`config.mk`:
```
export PLATFORM = sky130hd
export DESIGN_NAME = lcd_reg_unit
export DESIGN_NICKNAME = d
export VERILOG_FILES = /design/src/rtl/lcd_reg_unit.sv
export SDC_FILE = /design/constraint.sdc
export NUM_CORES = 1
export LEC_CHECK = 0
export BUFFER_PORTS_ARGS = -buffer_cell sky130_fd_sc_hd__buf_4
export CAP_MARGIN = 10
export CORE_MARGIN = 2
export CORE_UTILIZATION = 45
export CTS_BUF_LIST = sky130_fd_sc_hd__clkbuf_8
export CTS_CLUSTER_SIZE = 12
export DETAILED_ROUTE_END_ITERATION = 12
export PLACE_DENSITY_LB_ADDON = 0.12
export SLEW_MARGIN = 20
export SYNTH_ARGS = -nofsm -noshare
export SYNTH_HDL_FRONTEND = slang
export SYNTH_SLANG_ARGS = --single-unit
```
`constraint.sdc`:
```
create_clock -name clk -period 2.7 [get_ports clk]
set_input_delay 0.405 -clock clk [delete_from_list [all_inputs] [get_ports clk]]
set_output_delay 0.405 -clock clk [all_outputs]
set_load 0.02 [all_outputs]
```
`src/rtl/lcd_reg_unit.sv`:
```
module lcd_reg_unit #(
  parameter int AW = 8
) (
  input  logic          clk,
  input  logic          rst_n,
  input  logic [AW-1:0] bus_addr,
  input  logic          bus_wr,
  input  logic [31:0]   bus_wdata,
  output logic [31:0]   bus_rdata,
  input  logic          pal_evt,
  input  logic          sync_evt,
  output logic          start_pulse,
  output logic          stop_pulse,
  output logic          irq,
  output logic [10:0]   line_width,
  output logic [10:0]   frame_height
);
  localparam logic [AW-1:0] A_CTRL = AW'(8'h00);
  localparam logic [AW-1:0] A_T0   = AW'(8'h04);
  localparam logic [AW-1:0] A_T1   = AW'(8'h08);
  localparam logic [AW-1:0] A_T2   = AW'(8'h0C);
  localparam logic [AW-1:0] A_STAT = AW'(8'h10);
  localparam logic [AW-1:0] A_SUB  = AW'(8'h14);
  localparam logic [31:0] KEEP_MASK = 32'h01CF_F300;
  localparam logic [31:0] CTRL_ONES = 32'hFE00_0C34;
  localparam logic [31:0] SUB_MASK  = 32'hA1FF_FFFF;

  logic [1:0]  ld_mode, ie;
  logic        tft, mono, en;
  logic [31:0] keep_bits, t2_word, sub_word, rd_val;
  logic [21:0] t0_field, t1_field;
  logic        f_frame, f_pal, f_sync;

  wire wr_ctrl   = bus_wr && bus_addr == A_CTRL;
  wire en_change = wr_ctrl && (bus_wdata[0] != en);
  wire turn_on   = en_change && bus_wdata[0];
  wire turn_off  = en_change && !bus_wdata[0];
  wire [10:0] w_m1 = line_width - 11'd1;
  wire [10:0] h_m1 = frame_height - 11'd1;

  always_ff @(posedge clk) begin
    if (!rst_n) begin
      ld_mode <= '0; ie <= '0; tft <= 1'b0; mono <= 1'b0; en <= 1'b0;
      keep_bits <= '0; t0_field <= '0; t1_field <= '0; t2_word <= '0;
      sub_word <= '0; line_width <= '0; frame_height <= '0;
      f_frame <= 1'b0; f_pal <= 1'b0; f_sync <= 1'b0;
      start_pulse <= 1'b0; stop_pulse <= 1'b0; irq <= 1'b0;
      bus_rdata <= '0;
    end else begin
      if (wr_ctrl) begin
        ld_mode   <= bus_wdata[21:20];
        tft       <= bus_wdata[7];
        ie        <= bus_wdata[4:3];
        mono      <= bus_wdata[1];
        en        <= bus_wdata[0];
        keep_bits <= bus_wdata & KEEP_MASK;
      end
      if (bus_wr && bus_addr == A_T0) begin
        t0_field   <= bus_wdata[31:10];
        line_width <= {1'b0, bus_wdata[9:0]} + 11'd1;
      end
      if (bus_wr && bus_addr == A_T1) begin
        t1_field     <= bus_wdata[31:10];
        frame_height <= {1'b0, bus_wdata[9:0]} + 11'd1;
      end
      if (bus_wr && bus_addr == A_T2) t2_word <= bus_wdata;
      if (bus_wr && bus_addr == A_SUB) sub_word <= bus_wdata & SUB_MASK;

      start_pulse <= turn_on;
      stop_pulse  <= turn_off;
      if (turn_on) begin
        f_frame <= 1'b0;
        f_pal   <= 1'b0;
      end
      if (turn_off) begin
        f_sync <= 1'b0;
        if (bus_wdata[21:20] != 2'd1) f_frame <= 1'b1;
      end
      if (pal_evt) f_pal <= 1'b1;
      if (sync_evt) begin
        f_sync <= 1'b1;
        en     <= 1'b0;
      end

      irq       <= (f_frame && ie[0]) || (f_pal && ie[1]) || f_sync;
      bus_rdata <= rd_val;
    end
  end

  always_comb begin
    case (bus_addr)
      A_CTRL: rd_val = CTRL_ONES | keep_bits | {8'h00, tft, 1'b0, ld_mode, 12'h000,
                       tft, 2'b00, ie, 1'b0, mono, en};
      A_T0:   rd_val = {t0_field, w_m1[9:0]} | 32'h0000_000F;
      A_T1:   rd_val = {t1_field, h_m1[9:0]};
      A_T2:   rd_val = t2_word | 32'hFC00_0000;
      A_STAT: rd_val = {25'd0, f_pal, 3'b000, f_sync, 1'b0, f_frame};
      A_SUB:  rd_val = sub_word;
      default: rd_val = '0;
    endcase
  end
endmodule

```
==> results.md <==
- Leak: 3.19 nW
- HPWL after DPL: 14500 um
- FF-to-FF Start: frame_height[0]
- Xor and xnor fraction of the mapped netlist area: 2.15%
- Post-Syn Area: 7330 um2
- Worst setup SP type: flip-flop
- DR vias: approximately 6700
- Slew Limit Headroom: a little over half
- Routability cong.: 0.840
- Hold buffers post-CTS: 0
- # nets final: about 1100
- Count of TritonRoute iterations in the first routing pass: 5
- Num ports: ~100
- Clock Sinks: 177
- # DRC: 0
- CP peak stage delay: 530 ps
- Synth cell count leaders: nand2_1, dfxtp_1, a21oi_1, nor2_1, clkbuf_1
- Hold depth: 2
- Max_cap viols: 0
- Status: completed
- Syn Nets: ~970
- Clock skew: 11.5 ps
- Post-synth EDFFs: 0
- Layout filler cell count: 1580
- Synth Area in Compound Gates: 17.6%
- CP Class: flip-flop to flip-flop
- Largest net degree at the start of global routing: 80
- Port Buffers: about 100
- Min-delay src: sync_evt
- Post-Synthesis Cells: 918
- Final core occ: 56.0%
- Synth warnings: 0
- Cell Pwr Density: 561 nW/um2
- Main combinational cell family by area after synthesis: simple AND/OR/NAND/NOR gates
- Largest area contributor in the netlist: dfxtp_1
- Synth cell types: 53
- Maximum vdd drop: ~0.30 mV
- Multiplexer share of the synthesized area: between 4 and 5%
- Global Route Usage Sum: 24.7%
- Die Height: 132 um
- Antenna Nets Post-Route: 0
- Vias per cell: 5.42
- Die ar.: 17300 um2
- Top post-synthesis cells by area: dfxtp_1, nand2_1, a21oi_1, nor2_1, clkbuf_1
- Clock Latency Late Sink: ~460 ps
- Reg-to-reg endpoint: bus_rdata[8]
- Setup crit end kind: flip-flop
- Yosys reg bits: between 150 and 200
- Hold WC Path Type: primary input to flip-flop
- Max Buffers Root-to-Sink: 2
- CTS tree: done
- Number of post-CTS setup repair buffers: 0
- Vias in the first global route: 5999
- Pwr Total: 0.00499 W
- Min Tclk post-route: approximately 2000 ps
- Slowest-stage cell, CP: or3b_2
- Gr ovfl total: 0
- Final cycle utilization of the critical path: 74.9%
- Final setup fails: 0
- Syn Area/Cell: 7.98 um2
- FF-to-FF path depth: 7
- CTS resizes: 0
- Clock transition at path regs: 90 ps
- Core area: between 15000 and 20000 um2
- CP Depth: 7
- Initial Util: 46.1%
- Most used DFF post-synth: dfxtp_1
- Die W: 132 um
- Least-Margin Pin Slew: approximately 700 ps
- Number of CTS-inserted buffers: 17
- Diodes inserted: 0
- Synth Area in Simple Gates: a little under a quarter
- Drt wl/cell: 17.5 um
- Critical Path RT: between 3000 and 4000 ps
- Worst Path Buf+Inv: 1
- Top cell type's share of synthesized area: 48.3%
- Synth Area in Adders: 0.341%
- Worst reg2reg setup slack: 680 ps
- CP top delay family: simple AND/OR/NAND/NOR gates
- Setup TNS Final: 0 ps
- Initial antenna violation count: 0
- H-tree levels: 4
- Critical path data arrival time: between 2000 and 2500 ps
- Global-route wire length before repair: 33500 um
- Root buffer cell: clkbuf_8
- Fin. Hold Viols: 0
- Max Freq: just under 500 MHz
- Share of layout cells above drive strength 1: 19.3%
- Share of flip-flops with an asynchronous set or reset: 0%
- Row cnt: 46
- Cell repeated most along the worst path: a21oi_1
- Max-slew violation count: 0
- Most common cell in the synthesized netlist: nand2_1
- Initial DRC count: 619
- Worst Hold Endpoint: en
- Unrepaired setup endpoints after global routing: false
- Post-synthesis sequential area ratio: 48.3%
- Crit-path max FO: 6
- Area growth syn-to-layout: 21.3%
- Crit-path cells: inv_1 > ha_1 > nor3b_1 > or3b_2 > xnor2_1 > a21oi_1 > a21oi_1
- Final WL: 21500 um
==> cell families after synthesis <==
kind of cell / after synthesis
AO/OA/AOI/OAI: 220
XOR/XNOR: 18
adder cells (fa/ha/maj): 2
buffers and inverters: 77
flip-flops: 177
multiplexers: 27
AND/OR/NAND/NOR: 397
==> area by class of cell <==
| type | instances | area, um2 | share of cell area [%] |
|---|---|---|---|
| flip-flops and latches | 177 | 3540 | 39.8 |
| multi-input cells | 664 | 3470 | 39.0 |
| repair buffers | 137 | 1130 | 12.7 |
| well taps | 216 | 270 | 3.04 |
| clock buffers | 18 | 248 | 2.79 |
| clock inverters | 14 | 211 | 2.38 |
| inverters | 6 | 25.0 | 0.281 |
==> cell usage in the layout (no fill, tap or decap), types with 2 or more instances in the layout <==
master,netlist,routed
buf_4,1,129
and4_1,4,4
nor2b_1,4,4
nand4_1,4,4
nand2b_1,5,5
clkinv_2,0,3
o22ai_1,8,8
mux2_2,12,12
or3_1,3,3
a31oi_1,6,6
clkbuf_8,0,18
and2_1,6,6
buf_12,0,8
o311ai_0,2,2
mux2i_1,13,13
a22o_1,2,2
nor3_2,1,2
mux4_2,2,2
inv_1,5,5
o32ai_1,2,2
a211oi_1,10,10
nand3_1,13,13
a22oi_1,16,16
a211oi_2,6,6
a21o_1,2,2
xnor2_1,10,10
clkinvlp_4,0,5
nand2_1,267,267
and3_1,4,4
nor3_1,13,12
o21ai_0,21,21
dfxtp_1,177,177
or4_1,2,2
nor2_1,61,61
a21oi_1,136,136
xor2_1,8,8
a222oi_1,4,4
ha_1,2,2
bufinv_16,0,5
a221oi_1,2,2
==> how the worst max path moves through the flow <==
stage	to	slack (ps)	startpoint
after floorplan	t1_field[10]	650	bus_addr[5]
after global placement	sub_word[12]	230	bus_addr[5]
after detailed placement	sub_word[12]	230	bus_addr[5]
after CTS	bus_rdata[8]	660	frame_height[0]
after global routing	bus_rdata[8]	530	frame_height[0]
final	bus_rdata[8]	680	frame_height[0]
==> where the power goes <==
| group | internal (W) | total, W | switching (W) |
|---|---|---|---|
| logic | 0.000101 | 0.000287 | 0.000186 |
| registers | 0.00261 | 0.00262 | 0.00000455 |
| clock network | 0.00112 | 0.00208 | 0.000963 |
| total | 0.00384 | 0.00499 | 0.00115 |
==> metal layers <==
metal	global-route usage [%]	vias to the layer above	share of wire (%)
met4	7.97	0	1.6
met1	34.5	3140	46
met3	4.32	27	6.0
met2	38.7	228	46
li1	-	3278	-
met5	0	-	0
==> state kept, by name (all words and copies together), names as in the netlist <==
signal and cells:
bus_rdata 32, en 1, f_frame 1, f_pal 1, f_sync 1, frame_height 11, ie 2, irq 1
keep_bits 13, ld_mode 2, line_width 11, mono 1, start_pulse 1, stop_pulse 1, sub_word 27, t0_field 22
t1_field 22, t2_word 26, tft 1
==> stage by stage <==
stage | hold slack, ps | area (um2) | cells | worst slack, ps
5_1_grt | 106 | 8890 | 1232 | 527
2_1_floorplan | 429 | 7330 | 918 | 646
3_3_place_gp | 438 | 8430 | 1200 | 232
4_1_cts | 98.8 | 8890 | 1232 | 659
3_5_place_dp | 444 | 8430 | 1200 | 233
6_report | 126 | 8890 | 1232 | 677
Note: power is estimated with default switching activity, not from simulation.
